===== src/rtl/loaduse_stall_ctl.sv =====
module loaduse_stall_ctl #(
  parameter int PCW      = 32,
  parameter int RW       = 5,
  parameter int EXW      = 2,
  parameter int PC_STEP  = 4,
  parameter int PC_RESET = 0
) (
  input  logic             clk,
  input  logic             rst_n,
  input  logic [RW-1:0]    fetch_rs1_i,
  input  logic [RW-1:0]    fetch_rs2_i,
  input  logic [RW-1:0]    fetch_rd_i,
  input  logic [EXW+3:0]   fetch_ctrl_i,
  output logic [PCW-1:0]   pc_o,
  output logic             pc_we_o,
  output logic             ifid_we_o,
  output logic             bubble_o,
  output logic [RW-1:0]    ifid_rs1_o,
  output logic [RW-1:0]    ifid_rs2_o,
  output logic [RW-1:0]    ifid_rd_o,
  output logic [EXW+3:0]   ifid_ctrl_o,
  output logic [RW-1:0]    idex_rs1_o,
  output logic [RW-1:0]    idex_rs2_o,
  output logic [RW-1:0]    idex_rd_o,
  output logic [EXW+3:0]   idex_ctrl_o
);
  localparam int CW     = EXW + 4;
  localparam int MR_BIT = EXW;

  logic dest_live, src_hit;

  assign dest_live = idex_ctrl_o[MR_BIT] && (idex_rd_o != '0);
  assign src_hit   = (idex_rd_o == ifid_rs1_o) || (idex_rd_o == ifid_rs2_o);
  assign bubble_o  = dest_live && src_hit;
  assign pc_we_o   = !bubble_o;
  assign ifid_we_o = !bubble_o;

  always_ff @(posedge clk) begin
    if (!rst_n) begin
      pc_o <= PCW'(PC_RESET);
    end else if (pc_we_o) begin
      pc_o <= pc_o + PCW'(PC_STEP);
    end
  end

  always_ff @(posedge clk) begin
    if (!rst_n) begin
      ifid_rs1_o  <= '0;
      ifid_rs2_o  <= '0;
      ifid_rd_o   <= '0;
      ifid_ctrl_o <= '0;
    end else if (ifid_we_o) begin
      ifid_rs1_o  <= fetch_rs1_i;
      ifid_rs2_o  <= fetch_rs2_i;
      ifid_rd_o   <= fetch_rd_i;
      ifid_ctrl_o <= fetch_ctrl_i;
    end
  end

  always_ff @(posedge clk) begin
    if (!rst_n) begin
      idex_rs1_o  <= '0;
      idex_rs2_o  <= '0;
      idex_rd_o   <= '0;
      idex_ctrl_o <= '0;
    end else begin
      idex_rs1_o  <= ifid_rs1_o;
      idex_rs2_o  <= ifid_rs2_o;
      idex_rd_o   <= ifid_rd_o;
      idex_ctrl_o <= bubble_o ? CW'(0) : ifid_ctrl_o;
    end
  end
endmodule



===== config.mk =====
export PLATFORM = sky130hd
export DESIGN_NAME = loaduse_stall_ctl
export DESIGN_NICKNAME = d
export VERILOG_FILES = /design/src/rtl/loaduse_stall_ctl.sv
export SDC_FILE = /design/constraint.sdc
export NUM_CORES = 1
export LEC_CHECK = 0
export ABC_AREA = 1
export CORE_MARGIN = 2
export CORE_UTILIZATION = 40
export DETAILED_ROUTE_END_ITERATION = 8
export GPL_TIMING_DRIVEN = 0
export PLACE_DENSITY = 0.69
export SLEW_MARGIN = 40
export SYNTH_ARGS = -nofsm -noshare
export SYNTH_HDL_FRONTEND = slang
export SYNTH_SLANG_ARGS = --single-unit
export TNS_END_PERCENT = 5

===== constraint.sdc =====
create_clock -name clk -period 3.3 [get_ports clk]
set_input_delay 0.66 -clock clk [delete_from_list [all_inputs] [get_ports clk]]
set_output_delay 0.66 -clock clk [all_outputs]
set_load 0.02 [all_outputs]

==> qor.yml, run 1 <==
period_needed_ns: 3.00
timing.fmax_mhz: 333
detail_route.iter0.violations: 145
ys.flop_type: "dfxtp_1"
power.density_nw_per_um2: 426
vias_per_cell: 4.80
routed_wirelength_um: 10000
synth_xor_area_frac: 0.0416
syn-mean-instance-area_um2: 6.49
synth_cells: 551
detail_route.wl_per_cell_um: 13.0
start_util: 0.412
ir_worst_vdd_v: 0.000241
fin_area_um2: 4930
final_antenna_net_count: 0
cts_tree: "built"
setup_violations: 0
cts_resized: 0
die_y_um: 98.6
ctsHoldBuffers: 0
synth_seq_cells: 72
gp_congestion: 0.918
h-tree-depth: 3
coreArea_um2: 8680
total_power_mw: 2.10
rows: 34
hold_viol: 0
yosysWarningCount: 0
worst-path-max-fanout: 11
tns_ns: 0
post-dp-hpwl_um: 7560
synthArstFlopShare: 0
antenna_found_initial: 0
post-cts-setup-buffer-count: 0
synthesis.area_um2: 3580
wl_met2_um: 4730
synth_top_family_by_area: "simple AND/OR/NAND/NOR gates"
ios: 100
ys_types: 24
clock_skew_ns: 0.0109
cts_buffers: 9
drt-met1-wl_um: 4540
finalMaxSlewViolations: 0
slew_headroom: 0.651
track_usage: 0.203
synth-simple-area-share: 0.401
cp_data_required_time_ns: 2.64
post-route-period-util: 0.909
wl_met3_um: 620
leakagePower_nw: 2.12
drv_cap: 0
dieArea_um2: 9710
critPathArrivalTime_ns: 2.34
synthMuxAreaShare: 0
io_buffers: 97
root_buffer: "clkbuf_8"
start_kind: "flip-flop"
nNetsFinal: 684
drtPass1Iterations: 4
highest_layer: "met4"
worstMarginPinSlew_ns: 0.523
drive_gt1_frac: 0.0737
grt-ovfl-total: 0
cts.sinks: 72
num_vias: 3709
grt_max_degree: 14
rr_worst_depth: 10
synth_compound_area_frac: 0.0455
layout.cells.most_common: "nand2_1"
clock_latency_ns: 0.34
die_w_um: 98.6
area_delta_synth_final_pct: 37.8
whs_ns: 0.448
synth-edff-count: 0
clk_pin_slew_worst_paths_ns: 0.09
placed_cell_area_um2: 4690
grt_pass1_wl_um: 16200
drc: 0
most-common-layout-cells: "nand2_1, clkdlybuf4s50_1, nor2_1, nand3_1, dfxtp_1"
n_antenna_cell: 0
synth_fa_ha_area_frac: 0.00350
status: "complete, no violations"
end_kind: "output pin"
yosysSeqAreaShare: 0.403
grt_pass1_vias: 3420
criticalPathCategory: "flip-flop to output pin"
clockBufferDepth: 2
min_path_cells: 2
rsz0062_at_grt: "false"
hold_path.class: "flip-flop to flip-flop"
[worst max-delay path, stage by stage (launching register included)]
cell             delay [ns]
dfxtp_1                0.45
inv_1                  0.06
nand2_1                0.06
nand2_1                0.05
nor2_1                 0.10
nand3_1                0.10
nand2_2                0.17
nand2_4                0.12
buf_2                  0.21
buf_4                  0.15
clkdlybuf4s50_1        0.52
[registers in the layout, indices dropped and copies added, names as in the netlist]
signal / flops
ifid_rd_o: 5
ifid_rs1_o: 5
idex_rd_o: 5
idex_rs2_o: 5
ifid_ctrl_o: 6
pc_o: 30
ifid_rs2_o: 5
idex_rs1_o: 5
idex_ctrl_o: 6
[layout make-up]
| class | instances | area, um2 |
|---|---|---|
| fill | 841 | 3750 |
| multi-input combinational | 388 | 1760 |
| sequential | 72 | 1440 |
| timing repair buffer | 97 | 971 |
| inverter | 68 | 255 |
| tap | 108 | 135 |
| clock buffer | 10 | 128 |
| buffer | 24 | 119 |
| clock inverter | 6 | 115 |
[stage by stage]
step | util | cells | setup slack (ns)
after floorplan | - | 552 | 1.24
after global routing | 0.568 | 773 | 0.152
final | 0.568 | 773 | 0.301
after global placement | 0.540 | 757 | 0.709
after CTS | 0.568 | 773 | 0.312
after detailed placement | 0.540 | 757 | 0.684
[worst paths after layout]
check | slack (ns) | start | to
worst max-delay path | 0.30 | ifid_rs1_o[3] | pc_we_o
worst min-delay path | 0.45 | ifid_rd_o[0] | idex_rd_o[0]
worst max register to register | 1.58 | pc_o[3] | pc_o[24]
worst min register to register | 0.45 | ifid_rd_o[0] | idex_rd_o[0]
[metal layers]
metal,GRT usage,vias up
li1,-,1901
met1,0.268,1684
met2,0.336,112
met3,0.0440,12
met4,0.0601,0
met5,0,-
[cells in the mapped netlist, types with 5 or more instances]
cell	instances	area share
a21oi_1	30	0.042
buf_2	8	0.011
clkbuf_1	9	0.0094
dfxtp_1	72	0.40
inv_1	61	0.064
inv_2	7	0.0073
nand2_1	172	0.18
nand2_2	5	0.0087
nand3_1	72	0.10
nor2_1	74	0.078
nor2_4	5	0.016
xnor2_1	10	0.024
xor2_1	7	0.017
[cells by family (layout without fill, tap and decap cells)]
group	count (synthesis)	after routing
other	1	2
buffers and inverters	92	205
and+or+nand+nor	336	336
adders and majority gates	1	1
xor gates and xnor gates	17	17
AOI/OAI and AO/OA	32	32
DFF	72	72
[report_power, final]
part	total (mW)	leakage (nW)	switching, mW	internal, mW
registers	0.936	0.590	0.0327	0.903
logic	0.307	1.42	0.176	0.131
clock network	0.856	0.117	0.348	0.508
Power figures use the tool's default switching activity.
==> run 2, diff against run 1 <==
--- a/config.mk
+++ b/config.mk
@@ -9,6 +9,7 @@
 export CORE_MARGIN = 2
 export CORE_UTILIZATION = 40
 export DETAILED_ROUTE_END_ITERATION = 8
+export GPL_ROUTABILITY_DRIVEN = 1
 export GPL_TIMING_DRIVEN = 0
 export PLACE_DENSITY = 0.69
 export SLEW_MARGIN = 40
==> results of run 2 <==
Final layout, timing and power as in run 1 (identical DEF).
